### src/rtl/tdv_pkg.sv
package tdv_pkg;
   localparam int unsigned PE_COUNT = 3;
   localparam int unsigned PE_IDX_W = 2;

   typedef enum logic [0:0] {
      ACC_IDLE    = 1'b0,
      ACC_COLLECT = 1'b1
   } acc_state_e;
endpackage

### src/rtl/tdv_slot_bank.sv
module tdv_slot_bank
   import tdv_pkg::*;
#(
   parameter int unsigned RES_W = 32,
   parameter int unsigned SYM_W = 16
) (
   input  logic                        clk,
   input  logic                        rst_n,
   input  logic                        load_en,
   input  logic [PE_IDX_W-1:0]         load_pe,
   input  logic [RES_W-1:0]            load_data,
   input  logic [SYM_W-1:0]            cur_sym,
   input  logic                        collect_en,
   input  logic                        clear_en,
   input  logic [PE_COUNT-1:0]         res_valid,
   input  logic [PE_COUNT*SYM_W-1:0]   res_sym,
   input  logic [PE_COUNT*RES_W-1:0]   res_data,
   output logic [PE_COUNT-1:0]         filled,
   output logic [PE_COUNT*RES_W-1:0]   slot_data
);

   generate
      for (genvar g = 0; g < PE_COUNT; g++) begin : g_slot
         logic             full_q;
         logic [RES_W-1:0] data_q;
         logic             tag_match;
         logic             take_res;
         logic             take_hit;

         assign tag_match = (res_sym[g*SYM_W +: SYM_W] == cur_sym);
         assign take_res  = collect_en && res_valid[g] && tag_match && !full_q;
         assign take_hit  = load_en && (load_pe == PE_IDX_W'(g));

         always_ff @(posedge clk) begin
            if (!rst_n) begin
               full_q <= 1'b0;
               data_q <= '0;
            end else if (clear_en) begin
               full_q <= 1'b0;
            end else if (take_hit) begin
               full_q <= 1'b1;
               data_q <= load_data;
            end else if (take_res) begin
               full_q <= 1'b1;
               data_q <= res_data[g*RES_W +: RES_W];
            end
         end

         assign filled[g]                  = full_q;
         assign slot_data[g*RES_W +: RES_W] = data_q;
      end
   endgenerate

endmodule

### src/rtl/tdv_majority.sv
module tdv_majority
   import tdv_pkg::*;
#(
   parameter int unsigned RES_W = 32
) (
   input  logic [PE_COUNT*RES_W-1:0] slot_data,
   output logic [RES_W-1:0]          maj_word,
   output logic                      maj_found,
   output logic [PE_COUNT-1:0]       agree
);

   logic [RES_W-1:0] w0, w1, w2;
   logic             eq01, eq02, eq12;

   assign w0   = slot_data[0*RES_W +: RES_W];
   assign w1   = slot_data[1*RES_W +: RES_W];
   assign w2   = slot_data[2*RES_W +: RES_W];
   assign eq01 = (w0 == w1);
   assign eq02 = (w0 == w2);
   assign eq12 = (w1 == w2);

   always_comb begin
      maj_found = 1'b1;
      maj_word  = w0;
      if (eq01 || eq02) begin
         maj_word = w0;
      end else if (eq12) begin
         maj_word = w1;
      end else begin
         maj_found = 1'b0;
         maj_word  = '0;
      end
   end

   generate
      for (genvar g = 0; g < PE_COUNT; g++) begin : g_agree
         assign agree[g] = maj_found && (slot_data[g*RES_W +: RES_W] == maj_word);
      end
   endgenerate

endmodule

### src/rtl/tdv_weight_bank.sv
module tdv_weight_bank
   import tdv_pkg::*;
#(
   parameter int unsigned WGT_W = 16
) (
   input  logic                      clk,
   input  logic                      rst_n,
   input  logic                      upd_en,
   input  logic [PE_COUNT-1:0]       agree,
   output logic [PE_COUNT*WGT_W-1:0] weight
);

   localparam logic [WGT_W-1:0] W_MAX = '1;

   generate
      for (genvar g = 0; g < PE_COUNT; g++) begin : g_wgt
         logic [WGT_W-1:0] cnt_q;

         always_ff @(posedge clk) begin
            if (!rst_n) begin
               cnt_q <= '0;
            end else if (upd_en && agree[g] && (cnt_q != W_MAX)) begin
               cnt_q <= cnt_q + 1'b1;
            end
         end

         assign weight[g*WGT_W +: WGT_W] = cnt_q;
      end
   endgenerate

endmodule

### src/rtl/tdv_vote_accum.sv
module tdv_vote_accum
   import tdv_pkg::*;
#(
   parameter int unsigned RES_W = 32,
   parameter int unsigned SYM_W = 16,
   parameter int unsigned WGT_W = 16
) (
   input  logic                      clk,
   input  logic                      rst_n,
   input  logic                      hit_valid,
   input  logic [SYM_W-1:0]          hit_sym,
   input  logic [PE_IDX_W-1:0]       hit_pe,
   input  logic [RES_W-1:0]          hit_result,
   input  logic [PE_COUNT-1:0]       res_valid,
   input  logic [PE_COUNT*SYM_W-1:0] res_sym,
   input  logic [PE_COUNT*RES_W-1:0] res_data,
   output logic                      busy,
   output logic                      vote_done,
   output logic                      vote_indet,
   output logic [RES_W-1:0]          vote_word,
   output logic [PE_COUNT*WGT_W-1:0] weight
);

   generate
      if (RES_W < 1) begin : g_bad_res_w
         $error("tdv_vote_accum: RES_W must be at least 1");
      end
      if (SYM_W < 1) begin : g_bad_sym_w
         $error("tdv_vote_accum: SYM_W must be at least 1");
      end
      if (WGT_W < 1 || WGT_W > 32) begin : g_bad_wgt_w
         $error("tdv_vote_accum: WGT_W must lie in 1..32");
      end
   endgenerate

   acc_state_e               state_q;
   logic [SYM_W-1:0]         sym_q;
   logic                     done_q;
   logic                     indet_q;
   logic [RES_W-1:0]         word_q;

   logic                     hit_take;
   logic                     all_full;
   logic                     vote_fire;
   logic [PE_COUNT-1:0]      filled;
   logic [PE_COUNT*RES_W-1:0] slot_data;
   logic [RES_W-1:0]         maj_word;
   logic                     maj_found;
   logic [PE_COUNT-1:0]      agree;

   assign hit_take  = (state_q == ACC_IDLE) && hit_valid &&
                      (hit_pe < PE_IDX_W'(PE_COUNT));
   assign all_full  = &filled;
   assign vote_fire = (state_q == ACC_COLLECT) && all_full;

   always_ff @(posedge clk) begin
      if (!rst_n) begin
         state_q <= ACC_IDLE;
         sym_q   <= '0;
         done_q  <= 1'b0;
         indet_q <= 1'b0;
         word_q  <= '0;
      end else begin
         done_q  <= vote_fire;
         indet_q <= vote_fire && !maj_found;
         if (hit_take) begin
            state_q <= ACC_COLLECT;
            sym_q   <= hit_sym;
         end else if (vote_fire) begin
            state_q <= ACC_IDLE;
         end
         if (vote_fire) begin
            word_q <= maj_word;
         end
      end
   end

   tdv_slot_bank #(
      .RES_W (RES_W),
      .SYM_W (SYM_W)
   ) u_slots (
      .clk        (clk),
      .rst_n      (rst_n),
      .load_en    (hit_take),
      .load_pe    (hit_pe),
      .load_data  (hit_result),
      .cur_sym    (sym_q),
      .collect_en (state_q == ACC_COLLECT),
      .clear_en   (vote_fire),
      .res_valid  (res_valid),
      .res_sym    (res_sym),
      .res_data   (res_data),
      .filled     (filled),
      .slot_data  (slot_data)
   );

   tdv_majority #(
      .RES_W (RES_W)
   ) u_vote (
      .slot_data (slot_data),
      .maj_word  (maj_word),
      .maj_found (maj_found),
      .agree     (agree)
   );

   tdv_weight_bank #(
      .WGT_W (WGT_W)
   ) u_wgt (
      .clk    (clk),
      .rst_n  (rst_n),
      .upd_en (vote_fire && maj_found),
      .agree  (agree),
      .weight (weight)
   );

   assign busy       = (state_q == ACC_COLLECT);
   assign vote_done  = done_q;
   assign vote_indet = indet_q;
   assign vote_word  = word_q;

endmodule

### config.mk
export PLATFORM = sky130hd
export DESIGN_NAME = tdv_vote_accum
export DESIGN_NICKNAME = d
export VERILOG_FILES = /design/src/rtl/tdv_pkg.sv /design/src/rtl/tdv_slot_bank.sv /design/src/rtl/tdv_majority.sv /design/src/rtl/tdv_weight_bank.sv /design/src/rtl/tdv_vote_accum.sv
export SDC_FILE = /design/constraint.sdc
export NUM_CORES = 1
export LEC_CHECK = 0
export BUFFER_PORTS_ARGS = -buffer_cell sky130_fd_sc_hd__buf_2
export CORE_ASPECT_RATIO = 0.9
export CORE_MARGIN = 2
export CORE_UTILIZATION = 54
export CTS_CLUSTER_DIAMETER = 60
export DETAILED_ROUTE_END_ITERATION = 10
export GPL_TIMING_DRIVEN = 0
export PLACE_DENSITY = 0.91
export SETUP_SLACK_MARGIN = 0.4
export SYNTH_ARGS = -nofsm -noshare
export SYNTH_HDL_FRONTEND = slang
export SYNTH_SLANG_ARGS = --single-unit
### constraint.sdc
create_clock -name clk -period 4.4 [get_ports clk]
set_input_delay 0.44 -clock clk [delete_from_list [all_inputs] [get_ports clk]]
set_output_delay 0.44 -clock clk [all_outputs]
set_load 0.02 [all_outputs]
==> results of run 1 <==
registers in the layout, summed over array words and instances (netlist names):
name                   cells
u_slots.g_slot.data_q     96
u_slots.g_slot.full_q      3
busy                       1
vote_word                 32
vote_done                  1
u_wgt.g_wgt.cnt_q         48
vote_indet                 1
sym_q                     16
layout by cell type, fill, tap and decap left out, types with 6 or more instances in the layout:
cell type	instances
sky130_fd_sc_hd__nor4_1	9
sky130_fd_sc_hd__a211oi_1	117
sky130_fd_sc_hd__inv_2	6
sky130_fd_sc_hd__nor3_1	30
sky130_fd_sc_hd__buf_1	18
sky130_fd_sc_hd__o22ai_1	8
sky130_fd_sc_hd__or3_1	9
sky130_fd_sc_hd__dfxtp_2	34
sky130_fd_sc_hd__inv_6	6
sky130_fd_sc_hd__nand3_1	28
sky130_fd_sc_hd__diode_2	6
sky130_fd_sc_hd__inv_1	31
sky130_fd_sc_hd__and3_1	9
sky130_fd_sc_hd__nor2b_1	12
sky130_fd_sc_hd__clkbuf_16	17
sky130_fd_sc_hd__nor4_2	7
sky130_fd_sc_hd__nand4_1	30
sky130_fd_sc_hd__xnor2_1	104
sky130_fd_sc_hd__nor2_1	185
sky130_fd_sc_hd__nand2b_1	24
sky130_fd_sc_hd__nand2_1	102
sky130_fd_sc_hd__o21ai_0	16
sky130_fd_sc_hd__mux2i_1	122
sky130_fd_sc_hd__buf_2	288
sky130_fd_sc_hd__buf_4	14
sky130_fd_sc_hd__dfxtp_1	162
sky130_fd_sc_hd__xor2_1	38
sky130_fd_sc_hd__a21oi_1	41
sky130_fd_sc_hd__clkbuf_1	54
tightest hold or removal path: cells and delay by family:
kind	cells	cell delay, ns
buffers and inverters	1	0.10
and+or+nand+nor	1	0.04
AOI/OAI and AO/OA	1	0.05
repair_timing:
item,4_1_cts,5_1_grt
gates resized for setup,13,56
cloned,0,1
pin swaps,1,11
buffers inserted,0,10
endpoints found under the setup margin,31,35
power by group:
group          internal, W  total [W]  leakage [nW]  switching, W
clock             0.000819    0.00163         0.298      0.000812
sequential         0.00184    0.00194          1.62     0.0000997
combinational     0.000319   0.000748          3.24      0.000429
cell type report:
cell class	instances	area share, %
timing repair buffer	293	10.8
tap	255	2.32
inverter	37	1.01
antenna	6	0.109
clock buffer	17	3.09
buffer	88	2.84
clock inverter	15	1.30
sequential	198	29.1
multi-input combinational	990	49.4
routing by layer:
layer	vias to the layer above	share of wire, %	track usage (%)
met5	-	0.029	0
met4	2	5.2	17.6
met3	151	9.6	9.90
met2	702	46	67.8
met1	5521	39	50.0
li1	5300	-	-
worst max path at each step:
| stage | slack [ns] | from | depth (start not counted) | end |
|---|---|---|---|---|
| finish | 0.44 | u_slots.g_slot[0].data_q[22] | 15 | u_wgt.g_wgt[2].cnt_q[10] |
| global route | 0.37 | u_slots.g_slot[0].data_q[18] | 15 | u_wgt.g_wgt[2].cnt_q[10] |
| CTS | 0.42 | u_slots.g_slot[2].data_q[12] | 15 | u_wgt.g_wgt[2].cnt_q[10] |
| detailed placement | -0.09 | u_slots.g_slot[0].data_q[4] | 15 | u_wgt.g_wgt[2].cnt_q[10] |
| global placement | -0.06 | u_slots.g_slot[0].data_q[10] | 14 | u_wgt.g_wgt[2].cnt_q[10] |
| floorplan | 1.19 | u_slots.g_slot[0].data_q[18] | 14 | u_wgt.g_wgt[2].cnt_q[10] |
cell families (layout without fill, tap and decap cells):
group / Yosys count / after routing / share of synthesized area (%)
multiplexers: 126 / 126 / 11.4
AND/OR/NAND/NOR: 476 / 477 / 20.9
buffers and inverters: 125 / 450 / 4.67
XOR/XNOR: 145 / 145 / 11.4
adder cells (fa/ha/maj): 3 / 3 / 0.338
other: 0 / 6 / 0
AO/OA/AOI/OAI: 239 / 239 / 15.7
flip-flops: 198 / 198 / 35.7
per-stage QoR:
step | std cells | hold slack [ns] | power, W
2_1_floorplan | 1312 | 0.479 | 0.00235
3_3_place_gp | 1849 | 0.446 | 0.00264
3_5_place_dp | 1850 | 0.450 | 0.00265
4_1_cts | 1882 | 0.223 | 0.00426
5_1_grt | 1898 | 0.242 | 0.00443
6_report | 1899 | 0.227 | 0.00432
==> impl_summary.log, run 1 <==
[metrics] upper clock frequency limit: 253 MHz
[metrics] vias after detailed routing: 11700
[metrics] register-to-register path setup slack: 0.44 ns
[metrics] maximum number of pins on one net before global-route repair: 21
[metrics] worst path arrival time: 4.34 ns
[metrics] register area share after synthesis: 35.7%
[metrics] Critical Path, Cell by Cell: xor2_1 > nor4_1 > nand4_1 > nor3_2 > a31o_2 > buf_6 > buf_8 > mux2i_4 > o22ai_1 > a211oi_4 > buf_4 > nand4_4 > buf_6 > nor4_2 > mux2i_1
[metrics] initial detailed-routing violation count: 1330
[metrics] CP endpoint kind: flop
[metrics] CTS HTree Levels: 4
[metrics] max-slew violation count: 0
[metrics] Critical R2R Capture: u_wgt.g_wgt[2].cnt_q[10]
[metrics] CP delay by family, top: simple AND/OR/NAND/NOR gates
[metrics] total negative slack for setup checks: 0 ns
[metrics] number of warnings printed during yosys synthesis: 0
[metrics] DRT Wirelength: 45400 µm
[metrics] number of placed I/O pins: 283
[metrics] LEAKAGE: 5.16 nW
[metrics] Die H: 140 µm
[metrics] Skew-Pair Late Insertion Delay: 0.45 ns
[metrics] final setup skew: 0.0142 ns
[metrics] Rows: 49
[metrics] routability congestion estimate: 1.02
[metrics] areal power density over the cells: 314 nW/µm²
[metrics] setup repair after global routing missed its margin: true
[metrics] final instance area: 13800 µm²
[metrics] wire length of the first global-routing pass: 66400 µm
[metrics] Bufs on Longest Clock Path: 2
[metrics] Slew @ Worst Pin: 1.06 ns
[metrics] library cell with the highest instance count after synthesis: sky130_fd_sc_hd__dfxtp_1
[metrics] area of the placeable core: 20100 µm²
[metrics] number of buffer cells added on primary ports: 282
[metrics] Clock Tree Root: sky130_fd_sc_hd__clkbuf_16
[metrics] average detailed-routed wire length per instance: 23.9 µm
[metrics] cell with the largest stage delay on the worst path: sky130_fd_sc_hd__dfxtp_1
[metrics] count of unresolved DRC violations after routing: 0
[metrics] number of unique standard cell types used by synthesis: 66
[metrics] share of final-layout standard cells stronger than drive strength 1: 25.6%
[metrics] clock slew at reported path FFs: 0.08 ns
[metrics] synthesized area per cell: 8.47 µm²
[metrics] synth top area cells: sky130_fd_sc_hd__dfxtp_1 (36%), sky130_fd_sc_hd__mux2i_1 (11%), sky130_fd_sc_hd__xnor2_1 (8.4%)
[metrics] Final Hold Vio Count: 0
[metrics] Initial Utilization: 55.3%
[metrics] Critical Setup Path Class: reg2reg
[metrics] total area of multi-input combinational cells: 6800 µm²
[metrics] Data required, critical path: 4.78 ns
[metrics] filler cell count: 1629
[metrics] startpoint kind of the worst setup timing path: flop
[metrics] DP Area: 12900 µm²
[metrics] Max VDD drop: 219 µV
[metrics] final global-route overflow total: 0
[metrics] biggest area consumer among synthesized cells: sky130_fd_sc_hd__dfxtp_1
[metrics] slowest cell delay on critical path: 0.59 ns
[metrics] CTS tree: built
[metrics] number of buffers inserted by hold repair at cts: 0
[metrics] number of buffers and inverters on the critical path: 4
[metrics] highest fanout seen on the critical path: 10
[metrics] Final Net Count: 1828
[metrics] shortest clock period the worst path allows after layout: 3.96 ns
[metrics] top post-synthesis cells by count: sky130_fd_sc_hd__dfxtp_1 (198), sky130_fd_sc_hd__nor2_1 (185), sky130_fd_sc_hd__mux2i_1 (124)
[metrics] clock buffers created by TritonCTS: 17
[metrics] Setup WS pre-CTS: -0.0852 ns
[metrics] Min-Delay Startpoint: hit_sym[6]
[metrics] worst-case setup margin in the final layout: 0.444 ns
[metrics] vias per std cell: 6.15
[metrics] most used flip-flop cell after synthesis: sky130_fd_sc_hd__dfxtp_1
[metrics] Synth async-reset ratio: 0%
[metrics] headroom to the max-slew limit: 29.1%
[metrics] antenna violations before repair: 8
[metrics] total standard cell area after synthesis: 11100 µm²
[metrics] Post-Syn Instances: 1312
[metrics] final core utilization: 68.5%
[metrics] number of stages on the worst hold path: 3
[metrics] number of nets still failing antenna checks after routing: 0
[metrics] FF+latch count, synth: 198
[metrics] total clock sinks: 198
[metrics] count of TritonRoute iterations in the first routing pass: 8
[metrics] HPWL after DPL: 35700 µm
[metrics] worst reg2reg startpoint: u_slots.g_slot[0].data_q[22]
[metrics] total of endpoints with negative setup slack in the final report: 0
[metrics] total area of sequential cells: 4010 µm²
[metrics] Synth top area share: 35.7%
[metrics] outcome: finished clean
[metrics] ratio of final minimum period to clock period: 89.9%
[metrics] vias in the first global route: 11100
[metrics] Endpoint, Worst Hold: sym_q[6]
[metrics] number of flops mapped to enable cells by yosys: 0
[metrics] most frequent cell on the critical path: sky130_fd_sc_hd__buf_6
[metrics] type of the most critical hold path: in2reg
[metrics] Worst Reg2Reg Path Length in Cells: 15
[metrics] Layout area overhead: 23.9%
[metrics] floorplan die area: 21800 µm²
[metrics] max-cap violation count: 0
[metrics] Syn Nets: 1515
[metrics] die boundary width: 155 µm
[metrics] total routing resource utilization after global routing: 40.6%
(Power assumes the default switching activity.)
==> run 2: changes to the inputs <==
- CORE_UTILIZATION: 54 -> 56
- CTS_BUF_LIST: not set -> sky130_fd_sc_hd__clkbuf_4 sky130_fd_sc_hd__clkbuf_8
- PLACE_DENSITY: 0.91 -> 0.94
==> run 2 against run 1 <==
Compared with the run above: clock-buffer cell count unchanged; sequential power hardly changed; combinational power is essentially flat; worst hold slack worse by 0.059 ns; first-iteration DRC count shrank 1.2%; worst setup slack lost 0.075 ns; cell count fell by 0.74%; global-route usage rose by 1.2 points; via count rose by 0.28%; clock power shrank 23%.
==> impl_summary.log, run 2 (same netlist as run 1, synthesis figures left out) <==
[metrics] register name with the most flops: u_slots.g_slot.data_q (unchanged)
[metrics] upper clock frequency limit: 248 MHz (was 253 MHz)
[metrics] area of the placeable core: 19300 µm² (was 20100 µm²)
[metrics] type of the most critical hold path: in2reg (unchanged)
[metrics] worst reg2reg startpoint: u_slots.g_slot[2].data_q[3] (was u_slots.g_slot[0].data_q[22])
[metrics] Worst Reg2Reg Path Length in Cells: 15 (unchanged)
[metrics] maximum number of pins on one net before global-route repair: 23 (was 21)
[metrics] Data required, critical path: 4.85 ns (was 4.78 ns)
[metrics] number of placed I/O pins: 283 (unchanged)
[metrics] final global-route overflow total: 0 (unchanged)
[metrics] LEAKAGE: 5.05 nW (was 5.16 nW)
[metrics] clock buffers created by TritonCTS: 17 (unchanged)
[metrics] Initial Utilization: 57.5% (was 55.3%)
[metrics] average detailed-routed wire length per instance: 24.0 µm (was 23.9 µm)
[metrics] Max VDD drop: 238 µV (was 219 µV)
[metrics] register-to-register path setup slack: 0.37 ns (was 0.44 ns)
[metrics] met1 track demand over resource in global routing: 49.8% (was 50.0%)
[metrics] final core utilization: 70.0% (was 68.5%)
[metrics] total placed cells including tap cells: 1844 (was 1850)
[metrics] Largest register FFs: 96 (unchanged)
[metrics] headroom to the max-slew limit: 19.4% (was 29.1%)
[metrics] Min-Delay Startpoint: hit_sym[15] (was hit_sym[6])
[metrics] vias after detailed routing: 11700 (about the same)
[metrics] count of TritonRoute iterations in the first routing pass: 8 (unchanged)
[metrics] leading cell type in the layout, fill and taps excluded: sky130_fd_sc_hd__buf_2 (unchanged)
[metrics] Design Power: 0.00395 W (was 0.00432 W)
[metrics] Critical Setup Path Class: reg2reg (unchanged)
[metrics] CP endpoint kind: flop (unchanged)
[metrics] Final Hold Vio Count: 0 (unchanged)
[metrics] Rows: 48 (was 49)
[metrics] die boundary width: 153 µm (was 155 µm)
[metrics] number of buffers and inverters on the critical path: 4 (unchanged)
[metrics] clock slew at reported path FFs: 0.12 ns (was 0.08 ns)
[metrics] final setup skew: 0.0157 ns (was 0.0142 ns)
[metrics] total routing resource utilization after global routing: 41.8% (was 40.6%)
[metrics] highest fanout seen on the critical path: 10 (unchanged)
[metrics] routability congestion estimate: 1.04 (was 1.02)
[metrics] max-slew violation count: 0 (unchanged)
[metrics] initial detailed-routing violation count: 1314 (was 1330)
[metrics] outcome: finished clean (unchanged)
[metrics] Post-Layout Cell Count: 1885 (was 1899)
[metrics] count of unresolved DRC violations after routing: 0 (unchanged)
[metrics] total of endpoints with negative setup slack in the final report: 0 (unchanged)
[metrics] GR met2 Demand/Resource: 70.3% (was 67.8%)
[metrics] vias in the first global route: 11200 (was 11100)
[metrics] Layout area overhead: 21.8% (was 23.9%)
[metrics] max-cap violation count: 0 (unchanged)
[metrics] Endpoint, Worst Hold: sym_q[15] (was sym_q[6])
[metrics] Clock Tree Root: sky130_fd_sc_hd__clkbuf_8 (was sky130_fd_sc_hd__clkbuf_16)
[metrics] HPWL after DPL: 36400 µm (was 35700 µm)
[metrics] vias per std cell: 6.21 (was 6.15)
[metrics] Skew-Pair Late Insertion Delay: 0.51 ns (was 0.45 ns)
[metrics] startpoint kind of the worst setup timing path: flop (unchanged)
[metrics] number of buffer cells added on primary ports: 282 (unchanged)
[metrics] wire length of the first global-routing pass: 65800 µm (was 66400 µm)
[metrics] Slew @ Worst Pin: 1.20 ns (was 1.06 ns)
[metrics] number of buffers inserted by hold repair at cts: 0 (unchanged)
[metrics] Bufs on Longest Clock Path: 2 (unchanged)
[metrics] Die H: 138 µm (was 140 µm)
[metrics] most frequent cells in the layout: sky130_fd_sc_hd__buf_2 (288), sky130_fd_sc_hd__nor2_1 (185), sky130_fd_sc_hd__dfxtp_1 (169) (was sky130_fd_sc_hd__buf_2 (288), sky130_fd_sc_hd__nor2_1 (185), sky130_fd_sc_hd__dfxtp_1 (162))
[metrics] number of stages on the worst hold path: 3 (unchanged)
[metrics] slowest cell delay on critical path: 0.48 ns (was 0.59 ns)
[metrics] CTS HTree Levels: 4 (unchanged)
[metrics] floorplan die area: 21000 µm² (was 21800 µm²)
[metrics] total clock sinks: 198 (unchanged)
[metrics] final-layout worst hold slack: 0.168 ns (was 0.227 ns)
[metrics] met3 Resource Use GR: 11.5% (was 9.90%)
[metrics] setup repair after global routing missed its margin: true (unchanged)
[metrics] DRT Wirelength: 45300 µm (was 45400 µm)
[metrics] number of nets still failing antenna checks after routing: 0 (unchanged)
[metrics] Critical Path, Cell by Cell: clkbuf_4 > xor2_1 > nor4_2 > nand4_1 > nor3_2 > a31o_2 > buf_6 > buf_8 > mux2i_4 > o22ai_2 > a211oi_2 > nand4_4 > buf_4 > nor4_1 > mux2i_1 (was xor2_1 > nor4_1 > nand4_1 > nor3_2 > a31o_2 > buf_6 > buf_8 > mux2i_4 > o22ai_1 > a211oi_4 > buf_4 > nand4_4 > buf_6 > nor4_2 > mux2i_1)
[metrics] worst path arrival time: 4.48 ns (was 4.34 ns)
[metrics] CP delay by family, top: simple AND/OR/NAND/NOR gates (unchanged)
[metrics] Critical R2R Capture: u_wgt.g_wgt[2].cnt_q[6] (was u_wgt.g_wgt[2].cnt_q[10])
[metrics] Final Net Count: 1823 (was 1828)
[metrics] areal power density over the cells: 292 nW/µm² (was 314 nW/µm²)
[metrics] antenna violations before repair: 3 (was 8)
[metrics] ratio of final minimum period to clock period: 91.6% (was 89.9%)
[metrics] shortest clock period the worst path allows after layout: 4.03 ns (was 3.96 ns)
[metrics] CTS tree: built (unchanged)
[metrics] share of final-layout standard cells stronger than drive strength 1: 25.1% (was 25.6%)
[metrics] Top Usage Layer GRT: met2 (unchanged)
[metrics] cell with the largest stage delay on the worst path: sky130_fd_sc_hd__nor4_2 (was sky130_fd_sc_hd__dfxtp_1)
[run 2: cell count changes in the layout (fill, tap and decap cells not counted), sizes merged]
cell	delta
clkinv	-1
diode	-4
clkbuf	-2
bufinv	-1
nand4	-1
buf	-2
inv	+2
[run 2: how the worst max path moves through the flow]
stage	startpoint	to	cells after the start
4_1_cts	u_slots.g_slot[0].data_q[4]	u_wgt.g_wgt[2].cnt_q[3]	15
6_report	u_slots.g_slot[2].data_q[3]	u_wgt.g_wgt[2].cnt_q[6]	15
2_1_floorplan	u_slots.g_slot[0].data_q[18]	u_wgt.g_wgt[2].cnt_q[10]	14
3_5_place_dp	u_slots.g_slot[2].data_q[3]	u_wgt.g_wgt[2].cnt_q[3]	15
5_1_grt	u_slots.g_slot[1].data_q[9]	u_wgt.g_wgt[2].cnt_q[10]	14
3_3_place_gp	u_slots.g_slot[2].data_q[3]	u_wgt.g_wgt[2].cnt_q[3]	15
[run 2: final cells by class]
type / count / area (µm²)
fillers: 1480 / 5790
clock buffers: 17 / 234
inverters: 37 / 139
flip-flops and latches: 198 / 4000
plain buffers: 88 / 392
multi-input cells: 989 / 6810
well taps: 250 / 313
repair buffers: 289 / 1460
clock inverters: 15 / 189
diodes: 2 / 5.00
[run 2: worst reg2reg max path: cells and delay by family (launching register included)]
| kind | cells | cell delay (ns) |
|---|---|---|
| AND/OR/NAND/NOR | 5 | 1.52 |
| AO/OA/AOI/OAI | 3 | 0.63 |
| flip-flops | 1 | 0.31 |
| XOR/XNOR | 1 | 0.23 |
| multiplexers | 2 | 0.52 |
| buffers and inverters | 4 | 0.76 |
[run 2: power breakdown]
group | switching (W) | internal, W
combinational | 0.000431 | 0.000319
sequential | 0.000104 | 0.00184
clock | 0.000803 | 0.000450
total | 0.00134 | 0.00261
[run 2: metrics by stage]
stage | setup TNS, ns | setup WS (ns) | cell area, µm²
floorplan | 0 | 1.19 | 11100
detailed placement | -1.83 | -0.225 | 12800
CTS | 0 | 0.401 | 13300
global route | 0 | 0.344 | 13500
global placement | -3.59 | -0.289 | 12800
finish | 0 | 0.370 | 13500
[run 2: layer usage]
metal / up-vias / wire length [µm]
li1: 5295 / -
met4: 2 / 2460
met1: 5492 / 17300
met5: - / 10
met2: 775 / 20800
met3: 145 / 4670
[run 2: timing repair]
item                       in CTS  in global routing
pin swaps                       2                  8
setup endpoints to repair      45                 31
hold endpoints to repair        0                  0
setup buffers                   0                  7
resized for setup              20                 42
==> run 3: changes to the inputs <==
- PLACE_DENSITY: 0.94 -> 0.84
==> run 3 against run 2 <==
Compared with the run above: wire length fell by 5.0%; cell area fell by 0.52%; cell count barely moved; worst setup slack improved by 0.043 ns; global-route usage fell by 2.2 points; maximum frequency rose by 1.1%; critical endpoint is now u_wgt.g_wgt[2].cnt_q[12].
==> impl_summary.log, run 3 (same netlist as run 1, synthesis figures left out) <==
[metrics] area of the placeable core: 19300 µm² (unchanged)
[metrics] CTS tree: built (unchanged)
[metrics] Die H: 138 µm (unchanged)
[metrics] total area of sequential cells: 4010 µm² (was 4000 µm²)
[metrics] die boundary width: 153 µm (unchanged)
[metrics] maximum number of pins on one net before global-route repair: 21 (was 23)
[metrics] fraction of power consumed by sequential logic: 50.2% (was 49.3%)
[metrics] CP endpoint kind: flop (unchanged)
[metrics] internal power contribution: 0.00260 W (was 0.00261 W)
[metrics] headroom to the max-slew limit: 29.1% (was 19.4%)
[metrics] Initial Utilization: 57.5% (unchanged)
[metrics] vias after detailed routing: 11400 (was 11700)
[metrics] highest fanout seen on the critical path: 10 (unchanged)
[metrics] type of the most critical hold path: in2reg (unchanged)
[metrics] filler cell count: 1614 (was 1480)
[metrics] final setup skew: 0.0224 ns (was 0.0157 ns)
[metrics] part of the total power dissipated in combinational logic: 18.8% (was 19.0%)
[metrics] sw power: 0.00127 W (was 0.00134 W)
[metrics] upper clock frequency limit: 251 MHz (was 248 MHz)
[metrics] areal power density over the cells: 287 nW/µm² (was 292 nW/µm²)
[metrics] leading cell type in the layout, fill and taps excluded: sky130_fd_sc_hd__buf_2 (unchanged)
[metrics] max-cap violation count: 0 (unchanged)
[metrics] Layout area overhead: 21.2% (was 21.8%)
[metrics] LEAKAGE: 5.03 nW (was 5.05 nW)
[metrics] Final Hold Vio Count: 0 (unchanged)
[metrics] routability congestion estimate: 1.05 (was 1.04)
[metrics] Largest register FFs: 96 (unchanged)
[metrics] Rows: 48 (unchanged)
[metrics] DP Area: 12800 µm² (about the same)
[metrics] total routing resource utilization after global routing: 39.5% (was 41.8%)
[metrics] count of TritonRoute iterations in the first routing pass: 7 (was 8)
[metrics] HPWL after DPL: 34300 µm (was 36400 µm)
[metrics] count of unresolved DRC violations after routing: 0 (unchanged)
[metrics] shortest clock period the worst path allows after layout: 3.99 ns (was 4.03 ns)
[metrics] total area of multi-input combinational cells: 6760 µm² (was 6810 µm²)
[metrics] startpoint kind of the worst setup timing path: flop (unchanged)
[metrics] Design Power: 0.00387 W (was 0.00395 W)
[metrics] clock slew at reported path FFs: 0.13 ns (was 0.12 ns)
[metrics] Clock Tree Root: sky130_fd_sc_hd__clkbuf_8 (unchanged)
[metrics] vias per std cell: 6.07 (was 6.21)
[metrics] Data required, critical path: 4.84 ns (was 4.85 ns)
[metrics] final core utilization: 69.7% (was 70.0%)
[metrics] Slew @ Worst Pin: 1.06 ns (was 1.20 ns)
[metrics] initial detailed-routing violation count: 1009 (was 1314)
[metrics] average detailed-routed wire length per instance: 22.8 µm (was 24.0 µm)
[metrics] max-slew violation count: 0 (unchanged)
[metrics] CTS HTree Levels: 4 (unchanged)
[metrics] total negative slack for setup checks: 0 ns (unchanged)
[metrics] vias in the first global route: 11000 (was 11200)
[metrics] total of endpoints with negative setup slack in the final report: 0 (unchanged)
[metrics] register name with the most flops: u_slots.g_slot.data_q (unchanged)
[metrics] outcome: finished clean (unchanged)
[metrics] number of buffer cells added on primary ports: 282 (unchanged)
[metrics] number of placed I/O pins: 283 (unchanged)
[metrics] ratio of final minimum period to clock period: 90.6% (was 91.6%)
[metrics] wire length of the first global-routing pass: 63400 µm (was 65800 µm)
[metrics] Final Net Count: 1823 (unchanged)
[metrics] Skew-Pair Late Insertion Delay: 0.51 ns (about the same)
[metrics] floorplan die area: 21000 µm² (unchanged)
[metrics] final instance area: 13500 µm² (about the same)
[metrics] clock buffers created by TritonCTS: 17 (unchanged)
[metrics] Max VDD drop: 191 µV (was 238 µV)
[metrics] Bufs on Longest Clock Path: 2 (unchanged)
[metrics] share of final-layout standard cells stronger than drive strength 1: 25.2% (was 25.1%)
[metrics] Setup WS pre-CTS: 0.0375 ns (was -0.225 ns)
[metrics] total clock sinks: 198 (unchanged)
[metrics] worst-case setup margin in the final layout: 0.412 ns (was 0.370 ns)
[metrics] most frequent cells in the layout: sky130_fd_sc_hd__buf_2 (290), sky130_fd_sc_hd__nor2_1 (185), sky130_fd_sc_hd__dfxtp_1 (163) (was sky130_fd_sc_hd__buf_2 (288), sky130_fd_sc_hd__nor2_1 (185), sky130_fd_sc_hd__dfxtp_1 (169))
[metrics] number of nets still failing antenna checks after routing: 0 (unchanged)
[metrics] worst path arrival time: 4.43 ns (was 4.48 ns)
[metrics] number of buffers inserted by hold repair at cts: 0 (unchanged)
[metrics] clock group share of total power: 31.0% (was 31.7%)
[metrics] net switching share of the total power: 32.9% (was 33.9%)
[metrics] Critical Setup Path Class: reg2reg (unchanged)
[metrics] final global-route overflow total: 0 (unchanged)
[metrics] antenna violations before repair: 2 (was 3)
[metrics] setup repair after global routing missed its margin: true (unchanged)
[metrics] DRT Wirelength: 43000 µm (was 45300 µm)
==> run 3: worst max-delay path, stage by stage, from the launching register on <==
cell and delay (ns):
sky130_fd_sc_hd__dfxtp_1 0.56, sky130_fd_sc_hd__xor2_1 0.13, sky130_fd_sc_hd__nor3_1 0.48, sky130_fd_sc_hd__nand3_1 0.20
sky130_fd_sc_hd__nor3_2 0.23, sky130_fd_sc_hd__a31o_2 0.18, sky130_fd_sc_hd__buf_6 0.17, sky130_fd_sc_hd__buf_6 0.21
sky130_fd_sc_hd__mux2i_2 0.30, sky130_fd_sc_hd__o22ai_1 0.14, sky130_fd_sc_hd__a211oi_2 0.22, sky130_fd_sc_hd__buf_4 0.18
sky130_fd_sc_hd__buf_12 0.10, sky130_fd_sc_hd__nand4_2 0.12, sky130_fd_sc_hd__or4_1 0.55, sky130_fd_sc_hd__a21oi_1 0.14
==> run 3: timing repair <==
action                                  CTS  global route
endpoints found under the setup margin   16            32
cloned                                    0             1
buffers inserted                          0             5
pin swaps                                 0             7
resized for setup                        12            42
==> run 3: layout make-up <==
class                      instances  share of cell area [%]
tap                              250                    2.32
sequential                       198                    29.7
buffer                            88                    2.84
clock buffer                      18                    1.84
multi-input combinational        990                    50.2
inverter                          37                    1.03
timing repair buffer             288                    10.9
clock inverter                    14                    1.15
antenna                            1                  0.0186
==> run 3: worst paths after layout <==
check / startpoint / end / slack, ns / cells after the start
worst max-delay path: u_slots.g_slot[0].data_q[21] / u_wgt.g_wgt[2].cnt_q[12] / 0.41 / 15
worst min-delay path: hit_sym[13] / sym_q[13] / 0.18 / 3
worst max register to register: u_slots.g_slot[0].data_q[21] / u_wgt.g_wgt[2].cnt_q[12] / 0.41 / 15
worst min register to register: vote_word[8] / vote_word[8] / 0.47 / 2
==> run 3: power groups by stage <==
| stage | registers [W] | clock network (W) | logic (W) |
|---|---|---|---|
| after floorplan | 0.00193 | 0 | 0.000419 |
| after global placement | 0.00197 | 0 | 0.000660 |
| after detailed placement | 0.00197 | 0 | 0.000670 |
| after CTS | 0.00193 | 0.00120 | 0.000690 |
| after global routing | 0.00194 | 0.00126 | 0.000775 |
| final | 0.00194 | 0.00120 | 0.000727 |
==> run 3: per-layer routing <==
layer / global-route usage [%] / vias up / share of wire [%]
li1: - / 5281 / -
met1: 47.7 / 5408 / 39
met2: 68.0 / 641 / 47
met3: 8.08 / 114 / 8.9
met4: 19.6 / 0 / 4.8
met5: 0 / - / 0
==> run 3: through the flow <==
stage,instances,hold WS [ns]
after floorplan,1312,0.479
after global placement,1844,0.441
after detailed placement,1845,0.451
after CTS,1877,0.171
after global routing,1884,0.181
final,1884,0.175
